==> config.mk <==
export PLATFORM = sky130hd
export DESIGN_NAME = dcsr_access_resolver
export DESIGN_NICKNAME = d
export VERILOG_FILES = /design/src/rtl/dcsr_pkg.sv /design/src/rtl/dcsr_lvl3_gate.sv /design/src/rtl/dcsr_trap_resolver.sv /design/src/rtl/dcsr_value_builder.sv /design/src/rtl/dcsr_access_resolver.sv
export SDC_FILE = /design/constraint.sdc
export NUM_CORES = 1
export LEC_CHECK = 0
export BUFFER_PORTS_ARGS = -buffer_cell sky130_fd_sc_hd__buf_2
export CAP_MARGIN = 20
export CORE_MARGIN = 2
export CORE_UTILIZATION = 34
export CTS_CLUSTER_DIAMETER = 80
export DETAILED_ROUTE_END_ITERATION = 16
export PLACE_DENSITY = 0.8
export REMOVE_ABC_BUFFERS = 1
export SYNTH_ARGS = -nofsm -noshare
export SYNTH_HDL_FRONTEND = slang
export SYNTH_SLANG_ARGS = --single-unit
==> constraint.sdc <==
create_clock -name clk -period 1.4 [get_ports clk]
set_input_delay 0.14 -clock clk [delete_from_list [all_inputs] [get_ports clk]]
set_output_delay 0.14 -clock clk [all_outputs]
set_load 0.05 [all_outputs]
==> src/rtl/dcsr_pkg.sv <==
package dcsr_pkg;

    typedef enum logic [1:0] {
        OUT_READ  = 2'd0,
        OUT_UNDEF = 2'd1,
        OUT_TRAP  = 2'd2
    } outcome_e;

    typedef struct packed {
        logic       feat_a64;
        logic       feat_fgt;
        logic       lvl2_en;
        logic       has_lvl3;
        logic       halted;
        logic       ign_trap;
        logic       l3_undef_prio;
        logic       l3_sec_dbg_dis;
        logic       l3_comm;
        logic       l3_dbg;
        logic       l2_comm;
        logic [1:0] l2_dbg;
        logic       l2_gen;
        logic       l1_comm;
    } ctrl_t;

    typedef struct packed {
        outcome_e   kind;
        logic [1:0] lvl;
    } decision_t;

endpackage

==> src/rtl/dcsr_lvl3_gate.sv <==
module dcsr_lvl3_gate
    import dcsr_pkg::*;
(
    input  ctrl_t ctrl_i,
    output logic  early_undef_o,
    output logic  late_hit_o,
    output logic  late_undef_o
);
    logic comm_hit;
    logic any_hit;

    always_comb begin
        comm_hit      = ctrl_i.has_lvl3 && ctrl_i.feat_fgt && ctrl_i.l3_comm;
        any_hit       = comm_hit || (ctrl_i.has_lvl3 && ctrl_i.l3_dbg);
        early_undef_o = ctrl_i.l3_undef_prio && any_hit;
        late_hit_o    = any_hit;
        late_undef_o  = any_hit && ctrl_i.l3_sec_dbg_dis;
    end
endmodule

==> src/rtl/dcsr_trap_resolver.sv <==
module dcsr_trap_resolver
    import dcsr_pkg::*;
(
    input  logic [1:0] el_i,
    input  ctrl_t      ctrl_i,
    output decision_t  dec_o
);
    logic early_undef;
    logic late_hit;
    logic late_undef;
    logic at_el0;
    logic low_el;
    logic l2_hit;

    dcsr_lvl3_gate u_lvl3_gate (
        .ctrl_i       (ctrl_i),
        .early_undef_o(early_undef),
        .late_hit_o   (late_hit),
        .late_undef_o (late_undef)
    );

    always_comb begin
        at_el0 = (el_i == 2'd0);
        low_el = (el_i == 2'd0) || (el_i == 2'd1);
        l2_hit = low_el && ctrl_i.lvl2_en &&
                 ((ctrl_i.feat_fgt && ctrl_i.l2_comm) ||
                  (ctrl_i.l2_dbg != 2'b00) ||
                  (at_el0 && ctrl_i.l2_gen));

        dec_o.kind = OUT_READ;
        dec_o.lvl  = 2'd0;

        if (!ctrl_i.feat_a64) begin
            dec_o.kind = OUT_UNDEF;
        end else if (ctrl_i.halted && ctrl_i.ign_trap) begin
            dec_o.kind = OUT_READ;
        end else if (el_i == 2'd3) begin
            dec_o.kind = OUT_READ;
        end else if (early_undef) begin
            dec_o.kind = OUT_UNDEF;
        end else if (at_el0 && ctrl_i.feat_fgt && ctrl_i.l1_comm) begin
            dec_o.kind = OUT_TRAP;
            dec_o.lvl  = (ctrl_i.lvl2_en && ctrl_i.l2_gen) ? 2'd2 : 2'd1;
        end else if (l2_hit) begin
            dec_o.kind = OUT_TRAP;
            dec_o.lvl  = 2'd2;
        end else if (late_hit) begin
            if (late_undef) begin
                dec_o.kind = OUT_UNDEF;
            end else begin
                dec_o.kind = OUT_TRAP;
                dec_o.lvl  = 2'd3;
            end
        end
    end
endmodule

==> src/rtl/dcsr_value_builder.sv <==
module dcsr_value_builder #(
    parameter int DATA_W = 64,
    parameter int RX_POS = 30,
    parameter int TX_POS = 29
) (
    input  logic              rx_full_i,
    input  logic              tx_full_i,
    input  logic              enable_i,
    output logic [DATA_W-1:0] value_o
);
    for (genvar b = 0; b < DATA_W; b++) begin : g_bit
        if (b == RX_POS) begin : g_rx
            assign value_o[b] = enable_i & rx_full_i;
        end else if (b == TX_POS) begin : g_tx
            assign value_o[b] = enable_i & tx_full_i;
        end else begin : g_zero
            assign value_o[b] = 1'b0;
        end
    end
endmodule

==> src/rtl/dcsr_access_resolver.sv <==
module dcsr_access_resolver
    import dcsr_pkg::*;
#(
    parameter int          DATA_W  = 64,
    parameter int          RX_POS  = 30,
    parameter int          TX_POS  = 29,
    parameter int          EC_W    = 6,
    parameter logic [5:0]  TRAP_EC = 6'h18
) (
    input  logic              clk,
    input  logic              rst_n,
    input  logic              req_i,
    input  logic [1:0]        cur_el_i,
    input  logic              feat_a64_i,
    input  logic              feat_fgt_i,
    input  logic              lvl2_en_i,
    input  logic              has_lvl3_i,
    input  logic              halted_i,
    input  logic              ign_trap_i,
    input  logic              l3_undef_prio_i,
    input  logic              l3_sec_dbg_dis_i,
    input  logic              l3_comm_trap_i,
    input  logic              l3_dbg_trap_i,
    input  logic              l2_comm_trap_i,
    input  logic [1:0]        l2_dbg_trap_i,
    input  logic              l2_gen_trap_i,
    input  logic              l1_comm_trap_i,
    input  logic              rx_full_i,
    input  logic              tx_full_i,
    output logic              valid_o,
    output logic              read_ok_o,
    output logic              undef_o,
    output logic              trap_o,
    output logic [1:0]        trap_lvl_o,
    output logic [EC_W-1:0]   trap_ec_o,
    output logic [DATA_W-1:0] rdata_o
);
    localparam logic [EC_W-1:0] EC_CODE = EC_W'(TRAP_EC);

    typedef struct packed {
        logic              valid;
        logic              read_ok;
        logic              undef;
        logic              trap;
        logic [1:0]        lvl;
        logic [EC_W-1:0]   ec;
        logic [DATA_W-1:0] data;
    } out_t;

    ctrl_t             ctrl;
    decision_t         dec;
    logic              is_read;
    logic [DATA_W-1:0] value;
    out_t              out_d;
    out_t              out_q;

    always_comb begin
        ctrl.feat_a64       = feat_a64_i;
        ctrl.feat_fgt       = feat_fgt_i;
        ctrl.lvl2_en        = lvl2_en_i;
        ctrl.has_lvl3       = has_lvl3_i;
        ctrl.halted         = halted_i;
        ctrl.ign_trap       = ign_trap_i;
        ctrl.l3_undef_prio  = l3_undef_prio_i;
        ctrl.l3_sec_dbg_dis = l3_sec_dbg_dis_i;
        ctrl.l3_comm        = l3_comm_trap_i;
        ctrl.l3_dbg         = l3_dbg_trap_i;
        ctrl.l2_comm        = l2_comm_trap_i;
        ctrl.l2_dbg         = l2_dbg_trap_i;
        ctrl.l2_gen         = l2_gen_trap_i;
        ctrl.l1_comm        = l1_comm_trap_i;
    end

    dcsr_trap_resolver u_resolver (
        .el_i  (cur_el_i),
        .ctrl_i(ctrl),
        .dec_o (dec)
    );

    assign is_read = req_i && (dec.kind == OUT_READ);

    dcsr_value_builder #(
        .DATA_W(DATA_W),
        .RX_POS(RX_POS),
        .TX_POS(TX_POS)
    ) u_value (
        .rx_full_i(rx_full_i),
        .tx_full_i(tx_full_i),
        .enable_i (is_read),
        .value_o  (value)
    );

    always_comb begin
        out_d         = '0;
        out_d.valid   = req_i;
        out_d.read_ok = is_read;
        out_d.undef   = req_i && (dec.kind == OUT_UNDEF);
        out_d.trap    = req_i && (dec.kind == OUT_TRAP);
        out_d.data    = value;
        if (out_d.trap) begin
            out_d.lvl = dec.lvl;
            out_d.ec  = EC_CODE;
        end
    end

    always_ff @(posedge clk) begin
        if (!rst_n) begin
            out_q <= '0;
        end else begin
            out_q <= out_d;
        end
    end

    assign valid_o    = out_q.valid;
    assign read_ok_o  = out_q.read_ok;
    assign undef_o    = out_q.undef;
    assign trap_o     = out_q.trap;
    assign trap_lvl_o = out_q.lvl;
    assign trap_ec_o  = out_q.ec;
    assign rdata_o    = out_q.data;
endmodule

==> load_flow_metrics.sql <==
INSERT INTO impl_metrics (metric_group, metric, value, unit) VALUES
('timing', 'setup_viol', '0', ''),
('synth', 'synth_top_cell_by_area', 'sky130_fd_sc_hd__buf_4', ''),
('pwr', 'vdd.ir_drop.worst', '0.491', 'mV'),
('synth', 'synth.top_cells.by_area', 'sky130_fd_sc_hd__buf_4 58%, sky130_fd_sc_hd__dfxtp_1 18%, sky130_fd_sc_hd__o311a_4 2.4%', ''),
('routing', 'viasPerCell', '3.34', ''),
('min_path', 'hold_class', 'in2reg', ''),
('finish', 'layout.nets', '166', ''),
('timing', 'rsz0062_at_grt', 'no', ''),
('cts', 'cts_resized', '0', ''),
('min_path', 'min_delay_worst_endpoint', 'rdata_o[29]', ''),
('synth', 'yosysUniqueCellTypes', '24', ''),
('outcome', 'status', 'finished, final reports clean', ''),
('die', 'core', '2480', 'sq um'),
('routing', 'route.detailed.drc', '0', ''),
('global_routing', 'grt_max_degree', '5', ''),
('die', 'floorplan.initialDensity', '0.356', ''),
('finish', 'area_growth_syn_to_layout', '-4.96', '%'),
('pwr', 'power.density_cell_area', '1090', 'nW/um^2'),
('synth', 'syn_area', '882', 'sq um'),
('synth', 'syn_avg_cell_area', '8.02', 'sq um'),
('timing', 'final.min_clock_period', '1.14', 'ns'),
('die', 'design.portCount', '98', ''),
('cts', 'clock_path_buffers', '2', ''),
('timing', 'hold-worst-slack', '0.113', 'ns'),
('routing', 'route.final.wire_length', '1320', 'um'),
('die', 'row_count', '18', ''),
('die', 'die_area', '3020', 'sq um'),
('routing', 'drtAntennaViolNets', '0', ''),
('global_routing', 'initial_antenna_violation_count', '0', ''),
('synth', 'synth_top_area_frac', '0.579', ''),
('finish', 'antenna-diode-count', '0', ''),
('timing', 'max_transition_viols_final', '0', ''),
('routing', 'initialDrtViolationCount', '9', ''),
('place', 'io_buffers', '31', ''),
('setup_path', 'endpoint_kind', 'register', ''),
('pwr', 'leakage', '0.512', 'nW'),
('cts', 'htree_num_levels', '1', ''),
('global_routing', 'gr-usage-all-layers', '0.0757', ''),
('timing', 'totalNegativeSetupSlack', '0', 'ns'),
('place', 'gp_congestion', '0.745', ''),
('setup_path', 'critical_path.max_stage_delay', '0.32', 'ns'),
('min_path', 'whs_path_depth', '3', ''),
('cts', 'tritoncts', 'done', ''),
('finish', 'most_frequent_cells_in_the_layout', '66 x sky130_fd_sc_hd__conb_1, 31 x sky130_fd_sc_hd__buf_2, 8 x sky130_fd_sc_hd__dfxtp_1', ''),
('global_routing', 'grt_pass1_vias', '414', ''),
('setup_path', 'cp_slowest_cell', 'sky130_fd_sc_hd__o311a_4', ''),
('setup_path', 'cp_data_required_time', '1.59', 'ns'),
('global_routing', 'grt_overflow_total', '0', ''),
('timing', 'layout_worst_path_cycle_share', '0.814', ''),
('synth', 'synth-seq-cells', '8', ''),
('synth', 'synth_cells', '110', ''),
('die', 'die_x', '54.9', 'um'),
('routing', 'via_count', '574', ''),
('cts', 'cts_hold_buf', '0', ''),
('place', 'detailedPlacementHpwl', '1230', 'um'),
('finish', 'drive_gt1_frac', '0.289', ''),
('setup_path', 'cp.arrival', '1.33', 'ns'),
('die', 'dieHeight', '54.9', 'um'),
('cts', 'cts_setup_buffers', '0', ''),
('setup_path', 'startpoint_class_of_the_critical_path', 'input pin', ''),
('routing', 'avgRoutedWirePerCell', '7.67', 'um'),
('setup_path', 'cp_cell_sequence', 'buf_2 -> nor2b_1 -> o311a_4 -> o31a_1 -> o21ai_2 -> nor2b_2', ''),
('finish', 'mostFrequentLayoutCell', 'sky130_fd_sc_hd__conb_1', ''),
('timing', 'hold_violations', '0', ''),
('job', 'drv_cap', '0', ''),
('global_routing', 'global_route_wire_length_before_repair', '1580', 'um'),
('cts', 'clk_transition_reported_paths', '0.05', 'ns'),
('min_path', 'origin_of_the_worst_min_delay_path', 'tx_full_i', ''),
('cts', 'numCtsBuffers', '3', ''),
('synth', 'seq_total_area_yosys', '0.182', ''),
('setup_path', 'crit_type', 'in2reg', ''),
('synth', 'yosysWarnings', '0', ''),
('cts', 'clkSinkCount', '8', ''),
('routing', 'detailedRoute.firstPassIterationCount', '4', ''),
('setup_path', 'cp_max_fo', '4', ''),
('cts', 'clock_tree.root_cell', 'sky130_fd_sc_hd__clkbuf_4', ''),
('timing', 'fmaxAchievable', '877', 'MHz'),
('finish', 'layout.core_utilization', '0.338', '');
## worst max-delay path, delay by kind of cell
| family | cells | cell delay (ns) |
|---|---|---|
| simple gates | 2 | 0.29 |
| buf+inv | 1 | 0.10 |
| compound gates | 3 | 0.80 |
## report_power, final
| part | leakage (nW) | switching (mW) | internal, mW | total (mW) |
|---|---|---|---|---|
| logic | 0.433 | 0.461 | 0.0521 | 0.513 |
| clock network | 0.0138 | 0.0678 | 0.0974 | 0.165 |
| registers | 0.0652 | 0.00165 | 0.235 | 0.237 |
| total | 0.512 | 0.531 | 0.385 | 0.915 |
## cells in the mapped netlist
cell type	n
sky130_fd_sc_hd__nor4_1	1
sky130_fd_sc_hd__nor3_2	1
sky130_fd_sc_hd__o311a_4	1
sky130_fd_sc_hd__nand2_1	4
sky130_fd_sc_hd__a21oi_1	2
sky130_fd_sc_hd__conb_1	1
sky130_fd_sc_hd__o21ai_2	1
sky130_fd_sc_hd__buf_4	68
sky130_fd_sc_hd__inv_1	4
sky130_fd_sc_hd__o31a_1	1
sky130_fd_sc_hd__nand2b_1	2
sky130_fd_sc_hd__a211oi_1	1
sky130_fd_sc_hd__nor3_1	4
sky130_fd_sc_hd__o21ai_1	1
sky130_fd_sc_hd__or2b_1	1
sky130_fd_sc_hd__nor2b_1	1
sky130_fd_sc_hd__nor3b_1	1
sky130_fd_sc_hd__nor2b_2	1
sky130_fd_sc_hd__a22oi_1	1
sky130_fd_sc_hd__nand2_2	1
sky130_fd_sc_hd__dfxtp_1	8
sky130_fd_sc_hd__o211ai_1	1
sky130_fd_sc_hd__nor2_1	2
sky130_fd_sc_hd__a21oi_2	1
## per-layer routing
layer,vias up,GRT usage,routed length [um]
met3,0,0.00806,212
met4,0,0.0488,0
met2,54,0.137,681
met1,240,0.0832,425
met5,-,0,0
li1,280,-,-
## metrics by stage
stage	setup WS (ns)	power, mW	area, sq um	std cells
after floorplan	0.0289	0.698	616	107
after global placement	0.0264	0.749	816	169
after detailed placement	0.0107	0.752	816	169
after CTS	0.266	0.922	838	172
after global routing	0.174	0.961	838	172
final	0.260	0.915	838	172
## worst max path at each step
stage | from | to | slack [ns]
final | l2_gen_trap_i | undef_o | 0.26
after global routing | cur_el_i[1] | rdata_o[30] | 0.17
after CTS | l2_gen_trap_i | undef_o | 0.27
after detailed placement | l2_gen_trap_i | undef_o | 0.01
after global placement | l2_gen_trap_i | undef_o | 0.03
after floorplan | trap_ec_o[3] | trap_ec_o[3] | 0.03
## registers in the layout, summed over array words and instances, names as in the netlist
name and flops:
read_ok_o 1, trap_lvl_o 2, valid_o 1, undef_o 1, trap_ec_o 1, rdata_o 2
## kinds of logic (layout without fill, tap and decap cells)
family                 Yosys count  count (layout)  synth area share
buffers and inverters           72              39             0.596
flip-flops                       8               8             0.182
AND/OR/NAND/NOR                 19              19             0.122
other                            1              66           0.00425
AO/OA/AOI/OAI                   10              10            0.0965
## layout make-up
class,instances,area [sq um]
clock buffer,3,22.5
fill,287,1640
inverter,4,15.0
multi-input combinational,95,440
sequential,8,160
tap,30,37.5
timing repair buffer,32,163
Power figures use the tool's default switching activity.
